===== config.mk =====
export PLATFORM = sky130hd
export DESIGN_NAME = inv_bus_xcvr
export DESIGN_NICKNAME = d
export VERILOG_FILES = /design/src/rtl/xcvr_pkg.sv /design/src/rtl/xcvr_edge_cap.sv /design/src/rtl/xcvr_bus_keeper.sv /design/src/rtl/xcvr_drive_path.sv /design/src/rtl/inv_bus_xcvr.sv
export SDC_FILE = /design/constraint.sdc
export NUM_CORES = 1
export LEC_CHECK = 0
export BUFFER_PORTS_ARGS = -buffer_cell sky130_fd_sc_hd__buf_2
export CAP_MARGIN = 0
export CORE_AREA = 2 2 70 72
export CTS_BUF_LIST = sky130_fd_sc_hd__clkbuf_4 sky130_fd_sc_hd__clkbuf_8
export CTS_CLUSTER_SIZE = 12
export DETAILED_ROUTE_END_ITERATION = 10
export DIE_AREA = 0 0 72 74
export GPL_TIMING_DRIVEN = 1
export PLACE_DENSITY = 0.8
export RECOVER_POWER = 50
export SETUP_SLACK_MARGIN = 0.5
export SLEW_MARGIN = 20
export SYNTH_ARGS = -nofsm -noshare
export SYNTH_HDL_FRONTEND = slang
export SYNTH_SLANG_ARGS = --single-unit

===== constraint.sdc =====
create_clock -name clk -period 1.11 [get_ports clk]
set_input_delay 0.222 -clock clk [delete_from_list [all_inputs] [get_ports clk]]
set_output_delay 0.222 -clock clk [all_outputs]
set_load 0.01 [all_outputs]

===== src/rtl/xcvr_pkg.sv =====
package xcvr_pkg;

  typedef enum logic {
    SRC_LIVE   = 1'b0,
    SRC_STORED = 1'b1
  } src_sel_e;

  // level seen on one bus bit: external driver wins, else the kept level
  function automatic logic seen_bit(logic ext_oe, logic ext_v, logic kept);
    return ext_oe ? ext_v : kept;
  endfunction

  // next kept level of one bus bit
  function automatic logic keep_next(logic ext_oe, logic ext_v,
                                     logic own_oe, logic own_v, logic kept);
    if (ext_oe) return ext_v;
    if (own_oe) return own_v;
    return kept;
  endfunction

endpackage


===== src/rtl/xcvr_edge_cap.sv =====
module xcvr_edge_cap #(
  parameter int W = 8
) (
  input  logic         clk,
  input  logic         rst_n,
  input  logic         strobe,
  input  logic [W-1:0] bus,
  output logic         rise,
  output logic [W-1:0] held
);
  logic strobe_q;

  assign rise = strobe & ~strobe_q;

  always_ff @(posedge clk or negedge rst_n) begin
    if (!rst_n) begin
      strobe_q <= 1'b0;
      held     <= '0;
    end else begin
      strobe_q <= strobe;
      if (rise) held <= bus;
    end
  end
endmodule


===== src/rtl/xcvr_bus_keeper.sv =====
module xcvr_bus_keeper
  import xcvr_pkg::*;
#(
  parameter int W = 8
) (
  input  logic         clk,
  input  logic         rst_n,
  input  logic [W-1:0] ext_v,
  input  logic [W-1:0] ext_oe,
  input  logic [W-1:0] own_v,
  input  logic [W-1:0] own_oe,
  output logic [W-1:0] seen
);
  logic [W-1:0] kept_q;

  for (genvar i = 0; i < W; i++) begin : g_bit
    assign seen[i] = seen_bit(ext_oe[i], ext_v[i], kept_q[i]);

    always_ff @(posedge clk or negedge rst_n) begin
      if (!rst_n) kept_q[i] <= 1'b0;
      else        kept_q[i] <= keep_next(ext_oe[i], ext_v[i],
                                         own_oe[i], own_v[i], kept_q[i]);
    end
  end
endmodule


===== src/rtl/xcvr_drive_path.sv =====
module xcvr_drive_path
  import xcvr_pkg::*;
#(
  parameter int W = 8
) (
  input  logic         rst_n,
  input  logic         en,
  input  src_sel_e     sel,
  input  logic [W-1:0] live,
  input  logic [W-1:0] held,
  output logic [W-1:0] drv_v,
  output logic [W-1:0] drv_oe
);
  function automatic logic [W-1:0] pick_inv(src_sel_e s, logic [W-1:0] l,
                                            logic [W-1:0] h);
    return ~((s == SRC_STORED) ? h : l);
  endfunction

  logic active;
  assign active = en & rst_n;

  assign drv_oe = {W{active}};
  assign drv_v  = active ? pick_inv(sel, live, held) : '0;
endmodule


===== src/rtl/inv_bus_xcvr.sv =====
module inv_bus_xcvr
  import xcvr_pkg::*;
#(
  parameter int W = 8
) (
  input  logic         clk,
  input  logic         rst_n,
  input  logic         cap_ab,
  input  logic         cap_ba,
  input  logic         en_ab,
  input  logic         en_ba,
  input  logic         sel_ab,
  input  logic         sel_ba,
  input  logic [W-1:0] a_ext_v,
  input  logic [W-1:0] a_ext_oe,
  input  logic [W-1:0] b_ext_v,
  input  logic [W-1:0] b_ext_oe,
  output logic [W-1:0] a_drv_v,
  output logic [W-1:0] a_drv_oe,
  output logic [W-1:0] b_drv_v,
  output logic [W-1:0] b_drv_oe,
  output logic [W-1:0] a_seen,
  output logic [W-1:0] b_seen
);
  // named internal events for the checker
  logic         cap_rise_ab, cap_rise_ba;
  logic [W-1:0] stored_a, stored_b;

  xcvr_edge_cap #(.W(W)) u_cap_a (
    .clk(clk), .rst_n(rst_n), .strobe(cap_ab), .bus(a_seen),
    .rise(cap_rise_ab), .held(stored_a)
  );

  xcvr_edge_cap #(.W(W)) u_cap_b (
    .clk(clk), .rst_n(rst_n), .strobe(cap_ba), .bus(b_seen),
    .rise(cap_rise_ba), .held(stored_b)
  );

  xcvr_bus_keeper #(.W(W)) u_keep_a (
    .clk(clk), .rst_n(rst_n), .ext_v(a_ext_v), .ext_oe(a_ext_oe),
    .own_v(a_drv_v), .own_oe(a_drv_oe), .seen(a_seen)
  );

  xcvr_bus_keeper #(.W(W)) u_keep_b (
    .clk(clk), .rst_n(rst_n), .ext_v(b_ext_v), .ext_oe(b_ext_oe),
    .own_v(b_drv_v), .own_oe(b_drv_oe), .seen(b_seen)
  );

  xcvr_drive_path #(.W(W)) u_path_ab (
    .rst_n(rst_n), .en(en_ab), .sel(src_sel_e'(sel_ab)),
    .live(a_seen), .held(stored_a), .drv_v(b_drv_v), .drv_oe(b_drv_oe)
  );

  xcvr_drive_path #(.W(W)) u_path_ba (
    .rst_n(rst_n), .en(en_ba), .sel(src_sel_e'(sel_ba)),
    .live(b_seen), .held(stored_b), .drv_v(a_drv_v), .drv_oe(a_drv_oe)
  );
endmodule


Word-level counts from Yosys, hierarchy flattened

Index checks and enable logic that the tools add are counted.

Reductions and logical operators: 16
Muxes and demuxes: 118
Bitwise operators: 8

Operators by type and width:

| cell              | count |
|---|---|
| $mux 1            | 114 |
| $mux 8            | 4 |
| $reduce_bool 2->1 | 16 |
| $not 8->8         | 2 |
| $and 1x1->1       | 4 |
| $not 1->1         | 2 |

Word-level logic and storage cells: 162
Register bits: 34
Bits of input ports: 40

Depth between registers and ports, before layout

Depth in word-level cells: 7
Gate-level depth with buffers: 5
Depth with buffers taken out: 4

Cells and area by module

From an unflattened synthesis, not the netlist that was laid out.

Cells, all modules: 188
Area, all modules: 2,006.9 sq um

Modules (own cells, without submodules):

| module          | seq. area each (sq um) | instances | cells each | area an instance (sq um) |
|---|---|---|---|---|
| xcvr_bus_keeper | 200.2                  | 2         | 48         | 420.4 |
| xcvr_edge_cap   | 225.2                  | 2         | 19         | 379.1 |
| xcvr_drive_path | 0.0                    | 2         | 27         | 203.9 |

Worst setup path after synthesis

No wires, ideal clock.

Path kind: flip-flop to output port
Start point: register u_keep_b.kept_q[0]
End point: output a_drv_v[0]
Path buffers: 0
Setup slack: 0.002 ns
Stages on the path, launching flop included: 5
Arrival time: 0.886 ns
Cells stage by stage: dfrtp_1 mux2i_1 inv_1 nor2_1 o21a_1

Longest elaborated chain between the ends: 4

Ends and longest elaborated chain:

| item                            | RTL line              | source |
|---|---|---|
| start, declared                 | xcvr_bus_keeper.sv:14 | `logic [W-1:0] kept_q;` |
| start signal, assigned by index | xcvr_bus_keeper.sv:21 | `else kept_q[i] <= keep_next(ext_oe[i], ext_v[i],` |
| $mux 1                          | xcvr_pkg.sv:10        | `return ext_oe ? ext_v : kept;` |
| net b_seen[0]                   | inv_bus_xcvr.sv:23    | `output logic [W-1:0] b_seen` |
| $mux 8                          | xcvr_drive_path.sv:16 | `return ~((s == SRC_STORED) ? h : l);` |
| $not 8->8                       | xcvr_drive_path.sv:16 |  |
| $mux 8                          | xcvr_drive_path.sv:23 | `assign drv_v = active ? pick_inv(sel, live, held) : '0;` |
| end, declared                   | inv_bus_xcvr.sv:18    | `output logic [W-1:0] a_drv_v,` |

The timed path passes the listed nets, and every way through them passes these cells.

Worst setup path after layout

Start point: register u_keep_b.kept_q[2]
End point: output a_drv_v[2]

Longest elaborated chain between the ends: 4

Ends and longest elaborated chain:

| item      | RTL line |
|---|---|
| $mux 1    | xcvr_pkg.sv:10 |
| $mux 8    | xcvr_drive_path.sv:16 |
| $not 8->8 | xcvr_drive_path.sv:16 |
| $mux 8    | xcvr_drive_path.sv:23 |

Every way passes these cells.

==> summary.md <==
| Metric | Value |
|---|---|
| Share of the yosys chip area belonging to registers | 0.3842 |
| Required time worst endpoint | 0.89 ns |
| CTS tree | yes |
| Delay of the slowest critical-path stage | 0.40 ns |
| Final clock period utilization by the worst path | 1.519 |
| Largest fanout on the critical path | 2 |
| Final hold vios | 0 |
| Setup violations, final | 40 |
| Biggest area contributors in the synthesized netlist | dfrtp_1 38%, mux2i_1 14%, a32oi_1 6.3% |
| Post-route clock skew | 0.004637 ns |
| First-pass GRT wire length | 11,970 um |
| TritonCTS Buffers | 5 |
| Via count of the first global-routing pass | 2,527 |
| Hold Buf Count CTS | 0 |
| Crit end category | output port |
| Area of the mapped netlist | 0.002215 sq mm |
| Arr. time, crit path | 1.46 ns |
| Fin Hold WS | 0.1099 ns |
| Setup repair after global routing missed its margin | yes |
| Post-DP Area | 0.003040 sq mm |
| Final standard cell utilization of the core | 0.8509 |
| Starting density of the core | 0.4816 |
| Number of clock sinks seen by CTS | 34 |
| Number of unique standard cell types used by synthesis | 19 |
| Chip height | 74 um |
| Total of warnings raised by yosys | 0 |
| Core area | 0.004598 sq mm |
| Clock Pin Slew Worst Setup and Hold Paths | 0.07 ns |
| Worst reg2reg path depth | 6 |
| Remaining Overflow, GRT | 0 |
| Post-Place Worst Slack | -0.2039 ns |
| CP delay by family, top | flip-flops |
| Hold Crit Class | in2reg |
| Startpoint types | flip-flop |
| Starting DRT DRC Count | 234 |
| Source of the worst register-to-register timing path | u_keep_a.kept_q[5] |
| Number of buffer and inverter stages on the critical path | 2 |
| Area leader, netlist | dfrtp_1 |
| First-pass DRT Iterations | 5 |
| Max Cap Viol | 0 |
| Violated checks | negative setup slack |
| Final Wtd Congestion | 0.8387 |
| Detailed Place HPWL | 4416 um |
| Via count | 2,614 |
| Max_slew headroom | 0.4153 |
| Worst voltage drop across the vdd grid | 0.8707 mV |
| Quantity of I/O buffers inserted on ports | 87 |
| WL per Instance | 17.69 um |
| Number of diodes added for antenna fixing | 0 |
| Area growth from synthesis to final layout | 76.67% |
| Crit path setup slack, layout | -0.5764 ns |
| DIE WIDTH | 72 um |
| Worst Hold Depth | 1 |
| HP Start | cap_ab |
| Share of cells above drive strength 1 | 0.6014 |
| Site row count | 25 |
| Antenna violations before repair | 0 |
| Number of max-slew violations in the final report | 0 |
| Max Clk Rate | 593.0 MHz |
| Flop-to-flop setup slack | -0.11 ns |
| Total Wirelength | 8367 um |
| Max Root-Sink Buffers | 2 |
| DRT antenna net count | 0 |
| Post-synthesis net count | 282 |
| Final design instance area without fill | 0.003913 sq mm |
| Worst skew pair latency | 0.29 ns |
| Source of the critical timing path | u_keep_b.kept_q[2] |
| Worst-path cell chain | mux2i_2, inv_2, nor2_2, o21a_1, buf_2 |
| Post-detailed-route via-to-cell ratio | 5.526 |
| Total power divided by cell area | 1080 mW/mm^2 |
| Die area | 0.005328 sq mm |
| Total Routing Usage GR | 0.2989 |
| Synthesized instance count | 242 |
| Total of flip-flops plus latches after synthesis | 34 |
| Mean Syn Cell Area | 9.151 sq um |
| Total leakage power | 1.986 nW |
| Min Tclk post-route | 1.686 ns |
| Layout filler cell count | 255 |
| Total number of H-tree levels | 2 |
| Worst slew pin tran | 0.8770 ns |
| Boundary Pins | 88 |
| Nets | 459 |
| Pin count of the biggest net entering global routing | 35 |
| Area share of the leading cell type in the synthesized netlist | 0.3842 |
| Root cell of the clock tree | clkbuf_8 |
| Crit-path slowest cell | dfrtp_1 |
| Critical Setup Path Class | reg2out |
| Endpoint of the lowest-slack register-to-register path | u_keep_b.kept_q[5] |
| Endpoint with the worst hold slack | u_cap_a.strobe_q |
| Result of the run | complete, but fails checks |
| DRC violation count after routing | 0 |
==> cells in the mapped netlist <==
| cell | instances |
|---|---|
| dfrtp_1 | 34 |
| mux2i_1 | 32 |
| nor2_1 | 32 |
| buf_4 | 17 |
| a32oi_1 | 16 |
| nand2_1 | 16 |
| o21a_1 | 16 |
| o21ai_0 | 16 |
| o21ai_1 | 16 |
| inv_1 | 15 |
| nor2b_1 | 10 |
| and2b_1 | 6 |
| buf_2 | 5 |
| and2_4 | 2 |
| buf_12 | 2 |
| buf_6 | 2 |
| buf_8 | 2 |
| nand2b_1 | 2 |
| inv_2 | 1 |
==> worst register-to-register path, cell delays in order (launching register included) <==
cell	delay, ns
dfrtp_1	0.37
mux2i_2	0.10
buf_4	0.15
buf_6	0.11
buf_6	0.10
a32oi_1	0.18
o21ai_1	0.09
==> final cells by class <==
| class | count | area [sq um] | area share |
|---|---|---|---|
| Timing Repair Buffer | 192 | 1560 | 0.3988 |
| Multi-Input combinational cell | 170 | 1287 | 0.3291 |
| Sequential cell | 34 | 850.8 | 0.2175 |
| Clock buffer | 7 | 83.83 | 0.02143 |
| Tap cell | 54 | 67.56 | 0.01727 |
| Inverter | 16 | 62.56 | 0.01599 |
==> power breakdown <==
part / internal [mW] / switching (mW) / total (mW)
combinational: 0.999 / 0.801 / 1.80
clock: 0.481 / 0.439 / 0.920
sequential: 1.40 / 0.107 / 1.51
total: 2.88 / 1.35 / 4.23
==> through the flow <==
stage | TNS (ns) | power (mW) | std cells
finish | -12.74 | 4.227 | 473
global route | -15.08 | 4.423 | 473
CTS | -11.60 | 3.946 | 458
detailed placement | -4.994 | 2.687 | 427
global placement | -4.385 | 2.636 | 427
floorplan | 0 | 2.124 | 242
==> layout by cell type, fill, tap and decap left out, types with 2 or more instances in the layout <==
| master | instances |
|---|---|
| buf_4 | 70 |
| buf_6 | 60 |
| buf_2 | 53 |
| dfrtp_1 | 34 |
| nor2_1 | 25 |
| mux2i_1 | 20 |
| o21ai_1 | 20 |
| o21a_1 | 16 |
| nand2_1 | 15 |
| a32oi_1 | 13 |
| o21ai_2 | 12 |
| mux2i_2 | 10 |
| inv_2 | 9 |
| nor2b_1 | 9 |
| nor2_2 | 6 |
| and2_4 | 6 |
| inv_1 | 6 |
| and2b_1 | 6 |
| clkbuf_8 | 5 |
| a32oi_2 | 3 |
| nand2b_4 | 3 |
| clkbuf_4 | 3 |
| clkbuf_1 | 3 |
| mux2i_4 | 2 |
| buf_8 | 2 |
| buf_12 | 2 |
==> cell families (layout without fill, tap and decap cells) <==
kind of cell	after synthesis	in the layout	share of synthesized area
DFF	34	34	0.3842
muxes	32	32	0.1446
and+or+nand+nor	68	74	0.1435
buffers and inverters	44	215	0.1378
AOI/OAI and AO/OA	64	64	0.1898
==> timing repair <==
action	CTS	global route
cloned	6	0
setup buffers	18	15
setup endpoints to repair	80	80
pin swaps	28	20
resized for setup	94	47
==> worst max path at each step <==
| stage | to | slack [ns] | cells past startpoint |
|---|---|---|---|
| floorplan | a_drv_v[0] | 0.002 | 4 |
| global placement | b_drv_v[7] | -0.20 | 7 |
| detailed placement | b_drv_v[7] | -0.20 | 6 |
| CTS | b_drv_v[7] | -0.50 | 6 |
| global route | a_drv_v[2] | -0.59 | 5 |
| finish | a_drv_v[2] | -0.58 | 5 |
==> routing by layer <==
layer	routed length (um)	GRT usage	vias up
li1	-	-	1187
met1	3228	0.3493	1281
met2	4453	0.5412	119
met3	469	0.06233	27
met4	216	0.1174	0
met5	0	0	-
==> flip-flops by register name (all words and copies together) (netlist names) <==
signal / flops
u_cap_a.strobe_q: 1
u_cap_b.strobe_q: 1
u_cap_a.held: 8
u_keep_a.kept_q: 8
u_keep_b.kept_q: 8
u_cap_b.held: 8
(Power assumes the default switching activity.)
